==> src/rtl/rndpk_pkg.sv <==
// Shared constants and types for the rounding/packing stage.
// Assumes IEEE 754 double layout unless parameters are overridden.
package rndpk_pkg;

    localparam int EXP_W_D  = 11;
    localparam int FRAC_W_D = 52;
    localparam int FLAG_W_D = 6;

    // Rounding policy encoding held in control bits [7:6]
    typedef enum logic [1:0] {
        RM_NEAR  = 2'b00,
        RM_EVEN  = 2'b01,
        RM_PINF  = 2'b10,
        RM_TRUNC = 2'b11
    } rmode_e;

    // Control byte field positions
    localparam int CTL_MODE_LO  = 6;
    localparam int CTL_QUIET_N  = 5;

    // Flag bit positions
    localparam int FL_NAN = 0;
    localparam int FL_INF = 1;
    localparam int FL_INV = 2;
    localparam int FL_OVF = 3;
    localparam int FL_UNF = 4;
    localparam int FL_DEN = 5;

    // True for flags that the quiet control hides
    function automatic logic is_invalid_class(input int idx);
        return (idx == FL_NAN) || (idx == FL_INV);
    endfunction

endpackage

==> src/rtl/rndpk_decide.sv <==
// Decides whether the truncated fraction must be bumped by one ulp.
// Assumes guard/round/sticky already reflect the discarded bits.
module rndpk_decide
    import rndpk_pkg::*;
(
    input  rmode_e mode,
    input  logic   sign,
    input  logic   lsb,
    input  logic   guard,
    input  logic   rnd,
    input  logic   sticky,
    output logic   inc
);

    // Per-policy increment selection
    always_comb begin
        unique case (mode)
            RM_NEAR:  inc = guard;
            RM_EVEN:  inc = guard & (rnd | sticky | lsb);
            RM_PINF:  inc = ~sign & (guard | rnd | sticky);
            RM_TRUNC: inc = 1'b0;
            default:  inc = 1'b0;
        endcase
    end

endmodule

==> src/rtl/rndpk_incr.sv <==
// Adds the rounding increment, folds fraction carry into the exponent
// and saturates to infinity when the exponent reaches all ones.
// Assumes the incoming exponent is below the all-ones code.
module rndpk_incr #(
    parameter int EXP_W  = 11,
    parameter int FRAC_W = 52
) (
    input  logic [EXP_W-1:0]  exp_i,
    input  logic [FRAC_W-1:0] frac_i,
    input  logic              inc,
    output logic [EXP_W-1:0]  exp_o,
    output logic [FRAC_W-1:0] frac_o,
    output logic              ovf
);

    localparam logic [EXP_W-1:0] EXP_MAX = {EXP_W{1'b1}};

    logic [FRAC_W:0]  sum;
    logic [EXP_W-1:0] exp_bump;

    // Fraction increment with carry bit on top
    always_comb sum = {1'b0, frac_i} + {{FRAC_W{1'b0}}, inc};

    // Exponent after a possible carry
    always_comb exp_bump = sum[FRAC_W] ? exp_i + 1'b1 : exp_i;

    // Carry handling and overflow to infinity
    always_comb begin
        exp_o  = exp_bump;
        frac_o = sum[FRAC_W-1:0];
        ovf    = 1'b0;
        if (sum[FRAC_W] && exp_bump == EXP_MAX) begin
            ovf    = 1'b1;
            frac_o = '0;
        end
    end

endmodule

==> src/rtl/rndpk_flags.sv <==
// Merges stage flags with the rounding overflow and applies quiet masking.
// Assumes the package flag positions.
module rndpk_flags
    import rndpk_pkg::*;
#(
    parameter int FLAG_W = 6
) (
    input  logic [FLAG_W-1:0] flags_i,
    input  logic              quiet_n,
    input  logic              ovf,
    output logic [FLAG_W-1:0] flags_o
);

    // One cell per flag bit: mask, merge or pass
    for (genvar i = 0; i < FLAG_W; i++) begin : g_bit
        if (is_invalid_class(i)) begin : g_mask
            assign flags_o[i] = flags_i[i] & quiet_n;
        end else if (i == FL_OVF) begin : g_ovf
            assign flags_o[i] = flags_i[i] | ovf;
        end else begin : g_pass
            assign flags_o[i] = flags_i[i];
        end
    end

endmodule

==> src/rtl/rndpk_top.sv <==
// Final rounding and packing stage of a fused multiply-add pipeline.
// Registers the packed result and merged flags one cycle after in_valid.
// Assumes inputs are normalised and the exponent is below all ones.
module rndpk_top
    import rndpk_pkg::*;
#(
    parameter int EXP_W  = EXP_W_D,
    parameter int FRAC_W = FRAC_W_D,
    parameter int FLAG_W = FLAG_W_D
) (
    input  logic                      clk,
    input  logic                      rst_n,
    input  logic                      in_valid,
    input  logic [7:0]                in_ctrl,
    input  logic                      in_sign,
    input  logic [EXP_W-1:0]          in_exp,
    input  logic [FRAC_W-1:0]         in_frac,
    input  logic                      in_guard,
    input  logic                      in_round,
    input  logic                      in_sticky,
    input  logic [FLAG_W-1:0]         in_flags,
    output logic [EXP_W+FRAC_W:0]     res_o,
    output logic [FLAG_W-1:0]         flags_o,
    output logic                      done
);

    localparam int WORD_W = 1 + EXP_W + FRAC_W;

    rmode_e            mode;
    logic              inc;
    logic              ovf;
    logic [EXP_W-1:0]  exp_r;
    logic [FRAC_W-1:0] frac_r;
    logic [FLAG_W-1:0] flags_n;
    logic [WORD_W-1:0] word_n;

    // Decode the rounding policy field
    always_comb mode = rmode_e'(in_ctrl[CTL_MODE_LO +: 2]);

    rndpk_decide u_decide (
        .mode   (mode),
        .sign   (in_sign),
        .lsb    (in_frac[0]),
        .guard  (in_guard),
        .rnd    (in_round),
        .sticky (in_sticky),
        .inc    (inc)
    );

    rndpk_incr #(
        .EXP_W  (EXP_W),
        .FRAC_W (FRAC_W)
    ) u_incr (
        .exp_i  (in_exp),
        .frac_i (in_frac),
        .inc    (inc),
        .exp_o  (exp_r),
        .frac_o (frac_r),
        .ovf    (ovf)
    );

    rndpk_flags #(
        .FLAG_W (FLAG_W)
    ) u_flags (
        .flags_i (in_flags),
        .quiet_n (in_ctrl[CTL_QUIET_N]),
        .ovf     (ovf),
        .flags_o (flags_n)
    );

    // Pack sign, exponent, fraction into one word
    always_comb word_n = {in_sign, exp_r, frac_r};

    // Output registers: load on valid, hold otherwise
    always_ff @(posedge clk) begin
        if (!rst_n) begin
            res_o   <= '0;
            flags_o <= '0;
            done    <= 1'b0;
        end else begin
            done <= in_valid;
            if (in_valid) begin
                res_o   <= word_n;
                flags_o <= flags_n;
            end
        end
    end

endmodule

==> config.mk <==
export PLATFORM = sky130hd
export DESIGN_NAME = rndpk_top
export DESIGN_NICKNAME = d
export VERILOG_FILES = /design/src/rtl/rndpk_pkg.sv /design/src/rtl/rndpk_decide.sv /design/src/rtl/rndpk_incr.sv /design/src/rtl/rndpk_flags.sv /design/src/rtl/rndpk_top.sv
export SDC_FILE = /design/constraint.sdc
export NUM_CORES = 1
export LEC_CHECK = 0
export ABC_CLOCK_PERIOD_IN_PS = 3800
export BUFFER_PORTS_ARGS = -buffer_cell sky130_fd_sc_hd__buf_2
export CELL_PAD_IN_SITES_DETAIL_PLACEMENT = 0
export CELL_PAD_IN_SITES_GLOBAL_PLACEMENT = 2
export CORE_UTILIZATION = 27
export CTS_CLUSTER_SIZE = 24
export DETAILED_ROUTE_END_ITERATION = 10
export HOLD_SLACK_MARGIN = 0.12
export PLACE_DENSITY_LB_ADDON = 0.1
export SLEW_MARGIN = 40
export SYNTH_ARGS = -nofsm -noshare
export SYNTH_HDL_FRONTEND = slang
export SYNTH_SLANG_ARGS = --single-unit
==> constraint.sdc <==
create_clock -name clk -period 3.8 [get_ports clk]
set_input_delay 0.38 -clock clk [delete_from_list [all_inputs] [get_ports clk]]
set_output_delay 0.38 -clock clk [all_outputs]
set_load 0.02 [all_outputs]
==> results.json <==
{
  "start_util": 0.2811,
  "fill_cells": 1503,
  "cp-start-kind": "input pin",
  "syn_inst": 491,
  "crit_required_ns": 4.03,
  "critical_path_class": "in2reg",
  "ys_seq_elements": 71,
  "portBuffers": 149,
  "final_nets": 718,
  "overflow": 0,
  "core_area_um2": 14150,
  "path_buf_inv": 1,
  "critPathSlowestCell": "or4b_4",
  "root_buffer": "clkbuf_16",
  "diodes": 0,
  "timing.slew.headroom": 0.6061,
  "drv_slew": 0,
  "cts_hold_buf": 0,
  "drcViolationCount": 0,
  "die_area_um2": 15220,
  "endpoint_kind": "flip-flop",
  "die_w_um": 123.4,
  "power_mw": 2.092,
  "slowest_delay_ns": 0.73,
  "cts_tree": "yes",
  "place.gp.congestion": 0.7495,
  "syn_area_per_cell_um2": 8.101,
  "mostFrequentLayoutCells": "149 x buf_2, 71 x dfxtp_1, 48 x nand2_1",
  "post_cts_buffers": 0,
  "synth_area_leaders": "dfxtp_1 36%, xnor2_1 8.1%, nand2_1 4.5%",
  "fin_tns_setup_ns": 0,
  "powerDensity_nw_per_um2": 400.6,
  "grt_pass1_wl_mm": 19.59,
  "final_common_cell": "buf_2",
  "ys_warn_count": 0,
  "via_count": 3881,
  "setup_ws_ns": 0.6455,
  "cpMostUsedCell": "ha_1",
  "grt_max_degree": 45,
  "synthFlopType": "dfxtp_1",
  "grt_usage": 0.1702,
  "run_status": "completed",
  "fin_crit_sh": 0.8301,
  "synth_edf_count": 0,
  "pre_cts_ws_ns": 0.2564,
  "crit_arrival_ns": 3.38,
  "synth.distinct_cells": 50,
  "clock_path_buffers": 2,
  "cts-resized-gates": 0,
  "synthesis.nets": 578,
  "worstMarginPinSlew_ns": 0.5908,
  "vias_per_cell": 4.756,
  "core.rowCount": 43,
  "cp_top_family": "simple AND/OR/NAND/NOR gates",
  "crit_chain": "buf_2 -> o21ai_0 -> o41ai_1 -> a21oi_1 -> ha_1 -> ha_1 -> and4_1 -> nand4_1 -> or4b_4 -> nor2_2 -> nand2_1 -> a32o_1",
  "drive_above_1_share": 0.3050,
  "clock_latency_ns": 0.33,
  "clk_pin_slew_ns": 0.06,
  "syn_area_um2": 3978,
  "yosys.area.top_type": "dfxtp_1",
  "ys_async_sr_fraction": 0,
  "clock-sinks": 71,
  "yosysSeqAreaShare": 0.3573,
  "final_hold_viol_count": 0,
  "die_y_um": 123.4,
  "power.leakage_nw": 2.172,
  "htree_levels": 3,
  "dpl.hpwl_mm": 9.603,
  "antenna_found_initial": 0,
  "area_growth_pct": 31.30,
  "period_minus_slack_ns": 3.154,
  "rsz0062_at_grt": "false",
  "ir_drop_uv": 184.3,
  "fin_cells": 816,
  "hp-class": "in2reg",
  "critPathMaxFanout": 13,
  "ios": 155,
  "dr.pass1.iters": 4,
  "wl_mm": 12.40,
  "setup_violations": 0,
  "wire_per_inst_um": 15.19,
  "grt_pass1_vias": 3747,
  "drtAntennaViolNets": 0,
  "yosysTopAreaCellShare": 0.3573,
  "dp.cells": 800,
  "maxCapViolCount": 0,
  "drtIter0Drc": 182,
  "clock-skew-final_ns": 0,
  "max_freq_mhz": 317.0,
  "cts_buffers": 9
}
## worst reg2reg max path: stages (launching register included)
cell     delay, ns
dfxtp_1       0.31
nor2b_1       0.12
a32o_1        0.21
## cell type report
type                    instances  area [um^2]  area share
clock buffers                  13        260.3     0.04983
multi-input cells             379         2384      0.4564
flip-flops and latches         71         1421      0.2722
inverters                      13        48.80    0.009344
repair buffers                157        818.3      0.1567
clock inverters                 3        65.06     0.01246
well taps                     180        225.2     0.04312
## flip-flops by register name (all words and copies together), names as in the netlist
name and flops:
res_o 64, done 1, flags_o 6
## cell families (layout without fill, tap and decap cells)
group                      after synthesis  after routing  share of synthesized area
AOI/OAI and AO/OA                      112            112                     0.1812
muxes                                    7              7                    0.01793
buffers and inverters                   41            186                    0.04341
adders and majority gates                3              3                   0.009438
xor gates and xnor gates                56             56                     0.1233
DFF                                     71             71                     0.3573
and+or+nand+nor                        201            201                     0.2674
## report_power, final
| part | switching (mW) | internal, mW |
|---|---|---|
| clock | 0.319 | 0.610 |
| sequential | 0.0216 | 0.793 |
| combinational | 0.218 | 0.131 |
| total | 0.559 | 1.53 |
## cell usage after synthesis (2+ instances only)
| cell | instances |
|---|---|
| nand2_1 | 48 |
| nand3_1 | 24 |
| buf_2 | 3 |
| nor3_2 | 3 |
| xor2_1 | 19 |
| o211ai_1 | 3 |
| nor4_1 | 10 |
| or3_1 | 4 |
| buf_6 | 2 |
| a211oi_1 | 15 |
| dfxtp_1 | 71 |
| buf_1 | 3 |
| o21a_1 | 7 |
| o21ai_2 | 10 |
| a21o_1 | 2 |
| o21ai_1 | 3 |
| nand2b_1 | 6 |
| and3_1 | 6 |
| clkbuf_1 | 20 |
| ha_1 | 3 |
| a32o_1 | 2 |
| nand4_1 | 19 |
| nor3_1 | 13 |
| inv_1 | 13 |
| o21ai_0 | 29 |
| nor2b_1 | 9 |
| and4_1 | 8 |
| xnor2_1 | 37 |
| mux2i_1 | 6 |
| and2_1 | 2 |
| a21oi_1 | 32 |
| or4_1 | 4 |
| nor2_1 | 38 |
## stage by stage
| stage | hold slack (ns) | instance area (um^2) | utilization |
|---|---|---|---|
| floorplan | 0.5234 | 3978 | - |
| global placement | 0.4326 | 4897 | 0.3461 |
| detailed placement | 0.4377 | 4897 | 0.3461 |
| CTS | 0.2675 | 5223 | 0.3691 |
| global route | 0.2946 | 5223 | 0.3691 |
| finish | 0.2820 | 5223 | 0.3691 |
## worst paths after layout
kind              slack [ns]              startpoint  cells past startpoint                       to
setup / recovery        0.65                 in_sign                     12   res_o[45]$_SDFFE_PN0P_
hold / removal          0.28             in_flags[1]                      3  flags_o[1]$_SDFFE_PN0P_
setup reg to reg        3.06  res_o[31]$_SDFFE_PN0P_                      2   res_o[31]$_SDFFE_PN0P_
hold reg to reg         0.45  res_o[41]$_SDFFE_PN0P_                      2   res_o[41]$_SDFFE_PN0P_
## metal layers
layer / part of all wire / wire (um) / vias up / GRT usage
li1: - / - / 2025 / -
met1: 0.48 / 5910 / 1741 / 0.2256
met2: 0.44 / 5500 / 103 / 0.2664
met3: 0.065 / 809 / 12 / 0.04059
met4: 0.014 / 175 / 0 / 0.06325
met5: 0 / 0 / - / 0
Power figures use the tool's default switching activity.
